==> src/rtl/alu_rom8_pkg.sv <==
package alu_rom8_pkg;
  localparam int OPW = 5;

  typedef enum logic [OPW-1:0] {
    OP_ZERO  = 5'd0,  OP_PASSA = 5'd1,  OP_PASSB = 5'd2,  OP_NEGA  = 5'd3,
    OP_NEGB  = 5'd4,  OP_DDIV  = 5'd5,  OP_DMOD  = 5'd6,  OP_INCB  = 5'd7,
    OP_DECB  = 5'd8,  OP_ADD   = 5'd9,  OP_SUBAB = 5'd10, OP_SUBBA = 5'd11,
    OP_CMPAB = 5'd12, OP_ADDC  = 5'd13, OP_SUBABC= 5'd14, OP_SUBBAC= 5'd15,
    OP_MULHI = 5'd16, OP_MULLO = 5'd17, OP_DIV   = 5'd18, OP_MOD   = 5'd19,
    OP_SHL   = 5'd20, OP_SAR   = 5'd21, OP_SHR   = 5'd22, OP_RLC   = 5'd23,
    OP_RRC   = 5'd24, OP_AND   = 5'd25, OP_OR    = 5'd26, OP_XOR   = 5'd27,
    OP_NAND  = 5'd28, OP_NOTB  = 5'd29, OP_BCDADD= 5'd30, OP_BCDSUB= 5'd31
  } alu_op_e;
endpackage

==> src/rtl/alu_addsub.sv <==
module alu_addsub
  import alu_rom8_pkg::*;
#(
  parameter int W = 8
) (
  input  alu_op_e        op,
  input  logic [W-1:0]   a,
  input  logic [W-1:0]   b,
  input  logic           cin,
  output logic [W-1:0]   res,
  output logic           carry,
  output logic           ovf
);
  logic [W-1:0] x, y;
  logic         k, is_sub, cmp_mode, ovf_en;
  logic [W:0]   wide;

  // operand routing per code
  always_comb begin
    x = '0; y = '0; k = 1'b0; is_sub = 1'b0; cmp_mode = 1'b0; ovf_en = 1'b0;
    unique case (op)
      OP_NEGA:   begin x = '0; y = a; is_sub = 1'b1; end
      OP_NEGB:   begin x = '0; y = b; is_sub = 1'b1; end
      OP_INCB:   begin x = b; y = W'(1); end
      OP_DECB:   begin x = b; y = W'(1); is_sub = 1'b1; end
      OP_ADD:    begin x = a; y = b; ovf_en = 1'b1; end
      OP_SUBAB:  begin x = a; y = b; is_sub = 1'b1; ovf_en = 1'b1; end
      OP_SUBBA:  begin x = b; y = a; is_sub = 1'b1; ovf_en = 1'b1; end
      OP_CMPAB:  begin x = a; y = b; is_sub = 1'b1; ovf_en = 1'b1; cmp_mode = 1'b1; end
      OP_ADDC:   begin x = a; y = b; k = cin; ovf_en = 1'b1; end
      OP_SUBABC: begin x = a; y = b; k = cin; is_sub = 1'b1; ovf_en = 1'b1; end
      OP_SUBBAC: begin x = b; y = a; k = cin; is_sub = 1'b1; ovf_en = 1'b1; end
      default:   ;
    endcase
  end

  // shared adder / subtractor
  always_comb begin
    if (is_sub) wide = {1'b0, x} - {1'b0, y} - {{W{1'b0}}, k};
    else        wide = {1'b0, x} + {1'b0, y} + {{W{1'b0}}, k};
    res   = wide[W-1:0];
    carry = cmp_mode ? ~wide[W] : wide[W];
    if (!ovf_en)     ovf = 1'b0;
    else if (is_sub) ovf = (x[W-1] != y[W-1]) && (res[W-1] != x[W-1]);
    else             ovf = (x[W-1] == y[W-1]) && (res[W-1] != x[W-1]);
  end
endmodule

==> src/rtl/alu_muldiv.sv <==
module alu_muldiv #(
  parameter int W = 8
) (
  input  logic [W-1:0] a,
  input  logic [W-1:0] b,
  output logic [W-1:0] mul_hi,
  output logic [W-1:0] mul_lo,
  output logic [W-1:0] quo,
  output logic [W-1:0] rem,
  output logic         div_zero,
  output logic [W-1:0] dec_quo,
  output logic [W-1:0] dec_rem
);
  localparam int PW = 2 * W;
  localparam logic [PW-1:0] TEN = PW'(10);

  logic [PW-1:0] prod, joined, dq, dr;

  always_comb begin
    prod     = {{W{1'b0}}, a} * {{W{1'b0}}, b};
    mul_hi   = prod[PW-1:W];
    mul_lo   = prod[W-1:0];
    div_zero = (b == '0);
    quo      = div_zero ? '0 : (a / b);
    rem      = div_zero ? '0 : (a % b);
    joined   = {b, a};
    dq       = joined / TEN;
    dr       = joined % TEN;
    dec_quo  = dq[W-1:0];
    dec_rem  = dr[W-1:0];
  end
endmodule

==> src/rtl/alu_shift.sv <==
module alu_shift
  import alu_rom8_pkg::*;
#(
  parameter int W = 8
) (
  input  alu_op_e      op,
  input  logic [W-1:0] a,
  input  logic [W-1:0] b,
  input  logic         cin,
  output logic [W-1:0] res,
  output logic         carry
);
  localparam int SW = $clog2(W);
  localparam int RW = W + 1;

  logic [SW-1:0] amt;
  logic [W:0]    tl, tr, ta, ring, rl, rr;

  always_comb begin
    amt  = b[SW-1:0];
    tl   = {1'b0, a} << amt;
    tr   = {a, 1'b0} >> amt;
    ta   = $unsigned($signed({a, 1'b0}) >>> amt);
    ring = {cin, a};
    rl   = (ring << amt) | (ring >> (RW - int'(amt)));
    rr   = (ring >> amt) | (ring << (RW - int'(amt)));
    res   = '0;
    carry = 1'b0;
    unique case (op)
      OP_SHL: begin res = tl[W-1:0]; carry = tl[W]; end
      OP_SAR: begin res = ta[W:1];   carry = ta[0]; end
      OP_SHR: begin res = tr[W:1];   carry = tr[0]; end
      OP_RLC: begin res = rl[W-1:0]; carry = rl[W]; end
      OP_RRC: begin res = rr[W-1:0]; carry = rr[W]; end
      default: ;
    endcase
  end
endmodule

==> src/rtl/alu_bcd.sv <==
module alu_bcd #(
  parameter int W = 8
) (
  input  logic [W-1:0] a,
  input  logic [W-1:0] b,
  output logic [W-1:0] sum,
  output logic         sum_carry,
  output logic [W-1:0] diff,
  output logic         diff_borrow
);
  localparam int DIGITS = W / 4;

  logic [DIGITS:0] cy, bw;
  assign cy[0] = 1'b0;
  assign bw[0] = 1'b0;

  for (genvar g = 0; g < DIGITS; g++) begin : g_digit
    logic [5:0] s_raw, s_fix;
    logic signed [5:0] d_raw, d_fix;
    always_comb begin
      s_raw = {2'b00, a[4*g +: 4]} + {2'b00, b[4*g +: 4]} + {5'b0, cy[g]};
      d_raw = $signed({2'b00, a[4*g +: 4]}) - $signed({2'b00, b[4*g +: 4]})
              - $signed({5'b0, bw[g]});
      s_fix = (s_raw > 6'd9) ? s_raw + 6'd6 : s_raw;
      d_fix = (d_raw < 0) ? d_raw + 6'sd10 : d_raw;
    end
    assign cy[g+1]         = (s_raw > 6'd9);
    assign bw[g+1]         = (d_raw < 0);
    assign sum[4*g +: 4]   = s_fix[3:0];
    assign diff[4*g +: 4]  = d_fix[3:0];
  end

  assign sum_carry   = cy[DIGITS];
  assign diff_borrow = bw[DIGITS];
endmodule

==> src/rtl/alu_rom8.sv <==
module alu_rom8
  import alu_rom8_pkg::*;
#(
  parameter int W = 8
) (
  input  logic [OPW-1:0] op,
  input  logic [W-1:0]   a,
  input  logic [W-1:0]   b,
  input  logic           cin,
  output logic [W-1:0]   result,
  output logic           cout,
  output logic           zero,
  output logic           neg,
  output logic           ovf
);
  alu_op_e      op_e;
  logic [W-1:0] as_res, sh_res, mul_hi, mul_lo, quo, rem, dq, dr, bsum, bdiff;
  logic         as_c, as_v, sh_c, dz, bsum_c, bdiff_b;

  assign op_e = alu_op_e'(op);

  alu_addsub #(.W(W)) u_addsub (
    .op(op_e), .a(a), .b(b), .cin(cin), .res(as_res), .carry(as_c), .ovf(as_v)
  );

  alu_muldiv #(.W(W)) u_muldiv (
    .a(a), .b(b), .mul_hi(mul_hi), .mul_lo(mul_lo), .quo(quo), .rem(rem),
    .div_zero(dz), .dec_quo(dq), .dec_rem(dr)
  );

  alu_shift #(.W(W)) u_shift (
    .op(op_e), .a(a), .b(b), .cin(cin), .res(sh_res), .carry(sh_c)
  );

  alu_bcd #(.W(W)) u_bcd (
    .a(a), .b(b), .sum(bsum), .sum_carry(bsum_c), .diff(bdiff), .diff_borrow(bdiff_b)
  );

  // result and carry selection
  always_comb begin
    result = '0;
    cout   = 1'b0;
    ovf    = 1'b0;
    unique case (op_e)
      OP_ZERO:  result = '0;
      OP_PASSA: result = a;
      OP_PASSB: result = b;
      OP_DDIV:  result = dq;
      OP_DMOD:  result = dr;
      OP_NEGA, OP_NEGB, OP_INCB, OP_DECB, OP_ADD, OP_SUBAB, OP_SUBBA,
      OP_CMPAB, OP_ADDC, OP_SUBABC, OP_SUBBAC: begin
        result = as_res; cout = as_c; ovf = as_v;
      end
      OP_MULHI: result = mul_hi;
      OP_MULLO: result = mul_lo;
      OP_DIV:   begin result = quo; ovf = dz; end
      OP_MOD:   begin result = rem; ovf = dz; end
      OP_SHL, OP_SAR, OP_SHR, OP_RLC, OP_RRC: begin
        result = sh_res; cout = sh_c;
      end
      OP_AND:    result = a & b;
      OP_OR:     result = a | b;
      OP_XOR:    result = a ^ b;
      OP_NAND:   result = ~(a & b);
      OP_NOTB:   result = ~b;
      OP_BCDADD: begin result = bsum;  cout = bsum_c;  end
      OP_BCDSUB: begin result = bdiff; cout = bdiff_b; end
      default: ;
    endcase
  end

  assign zero = ~|result;
  assign neg  = result[W-1];
endmodule

==> config.mk <==
export PLATFORM = sky130hd
export DESIGN_NAME = alu_rom8
export DESIGN_NICKNAME = d
export VERILOG_FILES = /design/src/rtl/alu_rom8_pkg.sv /design/src/rtl/alu_addsub.sv /design/src/rtl/alu_muldiv.sv /design/src/rtl/alu_shift.sv /design/src/rtl/alu_bcd.sv /design/src/rtl/alu_rom8.sv
export SDC_FILE = /design/constraint.sdc
export NUM_CORES = 1
export LEC_CHECK = 0
export ABC_CLOCK_PERIOD_IN_PS = 33400
export BUFFER_PORTS_ARGS = -buffer_cell sky130_fd_sc_hd__buf_2
export CELL_PAD_IN_SITES_DETAIL_PLACEMENT = 0
export CELL_PAD_IN_SITES_GLOBAL_PLACEMENT = 1
export CORE_UTILIZATION = 35
export DETAILED_ROUTE_END_ITERATION = 7
export PLACE_DENSITY_LB_ADDON = 0.2
export SLEW_MARGIN = 10
export SYNTH_ARGS = -nofsm -noshare
export SYNTH_HDL_FRONTEND = slang
export SYNTH_SLANG_ARGS = --single-unit
==> constraint.sdc <==
create_clock -name vclk -period 33.4
set_input_delay 5.01 -clock vclk [all_inputs]
set_output_delay 5.01 -clock vclk [all_outputs]
set_load 0.1 [all_outputs]
* After elaboration in Yosys (flattened, before gate mapping)
Cells that the tools add are included.
** Storage, ports and cells
- Logic and storage cells :: 111
- Output and inout port bits :: 12
- Register bits :: 0
** Operators by class
- Equal/unequal tests :: 34
- $add $sub $neg :: 15
- Multiplexer cells :: 21
- Shifts and indexed selects :: 7
- Div/mod/pow operators :: 4
- Multiply operators :: 1
- Bitwise operators :: 8
- Reductions and logical operators :: 17
- $lt $le $gt $ge :: 4
** Operator list (number)
- $pmux 8 s18 :: 1
- $eq 5x5->1 const B :: 16
- $eq 5x4->1 const B :: 8
- $pmux 8 s5 :: 1
- $shl 9x32->9 :: 1
- $shr 9x32->9 :: 1
- $pmux 8 s3 :: 1
- $eq 5x3->1 const B :: 4
- $or 9x9->9 :: 2
- $shr 9x3->9 :: 2
- $div 16x4->16 const B :: 1
- $mod 16x4->16 const B :: 1
- $mul 8x8->16 :: 1
- $mux 4 :: 4
- $mux 8 :: 2
- $not 8->8 :: 2
- $pmux 8 s2 :: 1
- $reduce_or 8->1 :: 2
- $reduce_or 11->1 :: 1
- $add 4x4->5 :: 2
- $eq 5x2->1 const B :: 2
- $reduce_or 5->1 :: 2
- $sub 4x4->5 :: 2
- $add 8x8->9 :: 1
- other kinds (38) :: 50

* Logic depth before layout (Yosys ltp)
Gate-level depths: netlist of run 1.
- Word-level depth :: 11
- Mapped depth :: 74
- Depth with buffers taken out :: 66

* Hierarchy
From an unflattened synthesis of run 1, not the netlist that was laid out.
** Second synthesis, totals
- Cells, all modules :: 1569
- Area total of the unflattened synthesis :: 11242.0 µm²
** Modules (own cells, without submodules)
- alu_muldiv :: times used 1, area an instance 5995.8 µm², cells each 838
- alu_rom8 :: times used 1, area an instance 1556.5 µm², cells each 225
- alu_shift :: times used 1, area an instance 1421.4 µm², cells each 213
- alu_addsub :: times used 1, area an instance 1242.4 µm², cells each 165
- alu_bcd :: times used 1, area an instance 1026.0 µm², cells each 128

* Worst setup path after synthesis of run 1
OpenSTA, ideal clock, no wires.
- Path type :: in2out
- Start point :: in b[1]
- End point :: out zero
- Cell stages on the path :: 67
- Arrival :: 20874 ps
- Buffers on the path :: 9
- Slack :: 7516 ps
- Required time :: 28390 ps
- Path through :: clkbuf_1 > clkbuf_1 > inv_1 > clkbuf_1 > buf_1 > ha_1 > clkbuf_1 > a41oi_1 > a211o_1 > a32o_1 > ha_1 > a21o_1 > a21oi_1 > a21oi_1 > ha_1 > o21a_1 > o21a_1 > o21bai_1 > [... 31 more ...] > a21oi_1 > nor2_1 > clkbuf_1 > mux2_2 > ha_1 > a21o_1 > a21o_1 > a21o_1 > a21oi_1 > o21ai_0 > a21o_1 > a21oi_1 > clkbuf_1 > o21ai_0 > a31oi_1 > o221ai_1 > or4_1 > nor3_2
** On the way
- Elaborated cells between the ends (all ways) :: 50
- Those cells by class :: add/sub (13); mul (1); div (4); order compare (4); shift (7); mux (11); bitwise (7); reduce/logical (3)
** RTL lines
- start, declared :: line alu_rom8.sv:8 : input logic [W-1:0] b,
- branches (longest 4 deep; another with $mod 16x4->16)
- $pmux 8 s18 (*) :: line alu_rom8.sv:44 : unique case (op_e)
- net result[0] :: line alu_rom8.sv:10 : output logic [W-1:0] result,
- $reduce_or 8->1 (*) :: line alu_rom8.sv:72 : assign zero = ~|result;
- $logic_not 1->1 (*) :: line alu_rom8.sv:72
- end, declared :: line alu_rom8.sv:12 : output logic zero,
Mark *: on every way through the listed nets, which the timed path passes.

* Final worst setup path of run 1
- Start point :: in a[7]
- End point :: out zero
** On the way
- Cells in the longest elaborated chain, start to end :: 7
- Elaborated cells between the ends (all ways) :: 41
- Those cells by class :: add/sub (10); mul (1); div (4); order compare (2); shift (7); mux (9); bitwise (6); reduce/logical (2)
** RTL lines
- start, declared :: line alu_rom8.sv:7 : input logic [W-1:0] a,
- branches (longest 4 deep; another with $mod 16x4->16)
- $pmux 8 s18 (*) :: line alu_rom8.sv:44
- $reduce_or 8->1 (*) :: line alu_rom8.sv:72
- $logic_not 1->1 (*) :: line alu_rom8.sv:72
Mark *: on every way between the ends.

==> out/results.ini, run 1 <==
[worst_setup_path]
crit_slowest_cell = a21oi_1
start_kind = primary input
worstPathRequired_ps = 28390
cp-end-kind = primary output
path_max_fanout = 29
cp_slowest_stage_delay_ps = 880
crit_arrival_ps = 21410
cpMostUsedCell = o21a_1
worstSetupPathType = in2out

[yosys]
synth_warnings = 0
synth_area_um2 = 10000
synth_cell_types = 113
synthTopCellsByArea = ha_1 16%, fa_1 9.2%, nand2_1 5.6%
yosysTopAreaCell = ha_1
synth_nets = 1644
avgSynthCellArea_um2 = 6.94
syn_inst = 1448
yosysTopAreaCellShare_pct = 15.9
yosysSeqAreaShare_pct = 0

[sta]
fmax_mhz = 37.8
final-setup-viol-count = 0
maxSlewHeadroom_pct = 24.0
hold_violations = 0
post-route-period-util_pct = 79.1
worstMarginPinSlew_ps = 1140
drv_slew = 0
tns_ps = 0
rsz0062_at_grt = false
fin_crit_ps = 26420

[global_route]
grt_antenna_before_repair = 1
grt_pass1_wl_mm = 64.9
grt_max_degree = 56
use_met1_pct = 40.4
grt_pass1_vias = 10434
top_usage_layer = met2
grt.met3_usage_pct = 3.36
gr-usage-met2_pct = 46.2
overflow = 0
grt_usage_pct = 29.1

[placed_design]
routabilityCongestion = 0.964
dp_hpwl_mm = 31.8
io_buffers = 34
place_inst = 1782

[final_layout]
finalNetCount = 1602
fin_cells = 1783
area_growth_pct = 3.45
clock_buffers = 0
drive_gt1_share_pct = 8.19
seq_area_um2 = 0
seq_cell_count = 0

[clocking]
cts_setup_buffers = 0
cts_hold_buf = 0
cts_resized = 0

[die]
io_pins = 34
dieArea_um2 = 29400
fp.dieW_um = 171
start_util_pct = 35.9
die_h_um = 171
placementRows = 61
core_um2 = 28000

[route]
routed_wl_mm = 42.4
dr.pass1.iters = 6
wl_per_cell_um = 23.8
drc = 0
detail-route-antenna-nets = 0
vias = 11064
vias_per_cell = 6.21
first_iter_violations = 1054

[outcome]
run_status = finished, final reports clean

[run]
drv_cap = 0

[min_path]
hold_class = in2out
hold_path_depth = 4

[worst max-delay path, delay by kind of cell]
| family | cells | cell delay, ps |
|---|---|---|
| multiplexers | 2 | 700 |
| AO/OA/AOI/OAI | 41 | 9270 |
| buffers and inverters | 4 | 1380 |
| AND/OR/NAND/NOR | 8 | 2200 |
| adder cells (fa/ha/maj) | 8 | 2840 |
[Yosys cell counts (13+ instances only)]
cell type,number
a31oi_1,17
a21oi_1,112
fa_1,46
o21bai_1,20
a21o_1,30
and3_1,15
a221oi_1,14
nand2_1,150
clkbuf_1,58
xor2_1,14
buf_1,16
o22ai_1,14
buf_2,13
xnor2_1,48
o21a_1,19
o21ai_0,79
inv_1,106
nor3_1,57
a211oi_1,14
nor2_1,142
nand3_1,35
ha_1,128
mux2i_1,13
a22oi_1,15
nand2b_1,13
o211ai_1,14
[metal layers]
layer,part of all wire (%),up-vias
met5,0,-
met4,3.5,0
met3,7.9,70
met2,44,493
met1,44,5293
li1,-,5208
[area by class of cell]
cell class / count / area, um^2
fillers: 3062 / 17600
multi-input cells: 1232 / 9130
well taps: 378 / 473
inverters: 112 / 420
repair buffers: 60 / 365
diodes: 1 / 2.50
[through the flow]
stage	hold slack, ps	worst slack, ps	instance area (um^2)	util (%)
detailed placement	10760	7170	10400	37.1
global placement	10750	7760	10400	37.1
CTS	10770	7120	10400	37.1
global route	10790	5480	10400	37.1
floorplan	10640	7520	10000	-
finish	10770	6980	10400	37.1
[final timing paths]
kind / start / to / slack (ps)
max: a[7] / zero / 6980
min: op[1] / ovf / 10770
[cells by family after synthesis]
kind of cell    count (synthesis)  share of synthesized area [%]
compound gates                483                           34.5
xor+xnor                       62                           5.41
fa+ha+maj                     175                           25.2
buf+inv                       216                           9.11
mux                            26                           3.01
simple gates                  486                           22.8
[cell usage in the layout (no fill, tap or decap), types with 15 or more instances in the layout]
| cell | n |
|---|---|
| inv_1 | 106 |
| and3_1 | 15 |
| buf_4 | 26 |
| nor3_1 | 57 |
| buf_2 | 34 |
| a21oi_1 | 112 |
| o21ai_0 | 79 |
| xnor2_1 | 48 |
| a22oi_1 | 15 |
| o21bai_1 | 20 |
| nand2_1 | 150 |
| nor2_1 | 142 |
| o21a_1 | 19 |
| a31oi_1 | 17 |
| a21o_1 | 30 |
| fa_1 | 46 |
| nand3_1 | 35 |
| ha_1 | 128 |
==> inputs of run 2 (changes only) <==
--- a/config.mk
+++ b/config.mk
@@ -5,7 +5,8 @@
 export SDC_FILE = /design/constraint.sdc
 export NUM_CORES = 1
 export LEC_CHECK = 0
-export ABC_CLOCK_PERIOD_IN_PS = 33400
+export ABC_AREA = 1
+export ABC_CLOCK_PERIOD_IN_PS = 23400
 export BUFFER_PORTS_ARGS = -buffer_cell sky130_fd_sc_hd__buf_2
 export CELL_PAD_IN_SITES_DETAIL_PLACEMENT = 0
 export CELL_PAD_IN_SITES_GLOBAL_PLACEMENT = 1
==> constraint.sdc (replaced) <==
create_clock -name vclk -period 23.4
set_input_delay 3.51 -clock vclk [all_inputs]
set_output_delay 3.51 -clock vclk [all_outputs]
set_load 0.1 [all_outputs]
==> out/results.ini, run 2 <==
[yosys]
synth_adder_area_share_pct = 28.8
synth_cell_types = 56
yosysTopAreaCell = ha_1
synth_top_family_by_area = simple AND/OR/NAND/NOR gates
synth_warnings = 0
synth_mux_area_share_pct = 0
synth_nets = 1667
yosysSeqAreaShare_pct = 0
synth_area_um2 = 8770
synthTopCellsByArea = ha_1 18%, nand2_1 14%, inv_1 11%
synth_most_common_cell = nand2_1
syn_inst = 1471
synthSimpleGateAreaFrac_pct = 32.5
synth_compound_area_share_pct = 21.5
yosysTopAreaCellShare_pct = 18.3
avgSynthCellArea_um2 = 5.96
synthXorXnorAreaFrac_pct = 3.59
synth_common_cells = 323 x nand2_1, 251 x inv_1, 133 x nor2_1, 128 x ha_1, 89 x o21ai_0

[die]
io_pins = 34
fp.dieW_um = 160
die_h_um = 160
start_util_pct = 35.9
dieArea_um2 = 25700
placementRows = 57
core_um2 = 24500

[worst_setup_path]
cp-end-kind = primary output
start_kind = primary input
crit_slowest_cell = inv_1
worstSetupPathType = in2out
worstPathRequired_ps = 19890
path_max_fanout = 29
cpMostUsedCell = o21ai_0
crit_arrival_ps = 17290
cp_slowest_stage_delay_ps = 670

[final_layout]
finalNetCount = 1672
multiInputGateArea_um2 = 7580
final_common_cell = nand2_1
drive_gt1_share_pct = 8.89
fin_area_um2 = 9260
seq_area_um2 = 0
seq_cell_count = 0
fin_util_pct = 37.8
final_cell_mix = 323 x nand2_1, 251 x inv_1, 133 x nor2_1
area_growth_pct = 5.53
diodes = 0
fin_cells = 1798
fill_cells = 2765
clock_buffers = 0

[route]
wl_per_cell_um = 19.2
drc = 0
routed_wl_mm = 34.6
detail-route-antenna-nets = 0
vias_per_cell = 5.40
dr.pass1.iters = 6
first_iter_violations = 741
vias = 9718

[global_route]
grt_max_degree = 46
grt_usage_pct = 26.5
grt_pass1_wl_mm = 53.0
grt_pass1_vias = 8993
grt_antenna_before_repair = 1
overflow = 0

[sta]
post-route-period-util_pct = 88.9
tns_ps = 0
fin_crit_ps = 20800
maxSlewHeadroom_pct = 19.1
setup_slack_ps = 2600
fmax_mhz = 48.1
drv_slew = 0
final-setup-viol-count = 0
hold_violations = 0
rsz0062_at_grt = false
worstMarginPinSlew_ps = 1180

[power]
powerDensity_nw_per_um2 = 58.0
ir_drop_v = 0.0000511
leakagePower_nw = 5.05

[min_path]
hold_class = in2out

[placed_design]
dpl_cell_area_um2 = 9260
dp_hpwl_mm = 28.1
routabilityCongestion = 0.963
pre_cts_ws_ps = 2810
io_buffers = 34
place_inst = 1798

[outcome]
run_status = finished, final reports clean

[clocking]
cts_setup_buffers = 0
cts_hold_buf = 0
cts_resized = 0

[run]
drv_cap = 0

[run 2: cell types whose count changed in the layout (fill, tap and decap cells not counted), moves of 17 or more]
cell / delta
a21o_1: -25
inv_1: +145
nand2_1: +173
nor3_1: -37
nand3_1: +48
o21a_1: -17
a21oi_1: -42
nand2_2: +30
xnor2_1: -39
[run 2: critical path: cells and delay by family]
family                     cells  cell delay [ps]
adders and majority gates      8             2870
AOI/OAI and AO/OA             24             5490
buffers and inverters         12             2160
and+or+nand+nor               20             3230
[run 2: logic make-up (layout without fill, tap and decap cells)]
kind of cell / Yosys count / count (layout)
simple gates: 644 / 644
buf+inv: 315 / 318
xor+xnor: 36 / 36
fa+ha+maj: 174 / 174
compound gates: 302 / 302
[run 2: power by group]
part,switching (mW),internal [mW]
combinational,0.370,0.167
clock,0,0
sequential,0,0
total,0.370,0.167
[run 2: layout make-up]
cell class	instances	area share, %
multi-input cells	1156	81.8
inverters	274	11.1
well taps	324	4.38
repair buffers	44	2.65
[run 2: stage by stage]
| stage | total power [mW] | hold WS, ps |
|---|---|---|
| after global placement | 0.535 | 8020 |
| after global routing | 0.601 | 8020 |
| final | 0.537 | 8000 |
| after CTS | 0.538 | 8010 |
| after detailed placement | 0.536 | 8010 |
| after floorplan | 0.417 | 7710 |
[run 2: worst paths after layout]
path | start | to | depth (start not counted)
worst max-delay path | b[0] | zero | 64
worst min-delay path | a[1] | result[1] | 5
[run 2: layer usage]
metal	GRT usage [%]	vias to the layer above	share of wire (%)
li1	-	4847	-
met1	37.7	4512	47
met2	44.5	310	45
met3	1.21	47	5.6
met4	4.63	2	2.0
met5	0	-	0.032
No activity file was read; power rests on OpenSTA's default activity.
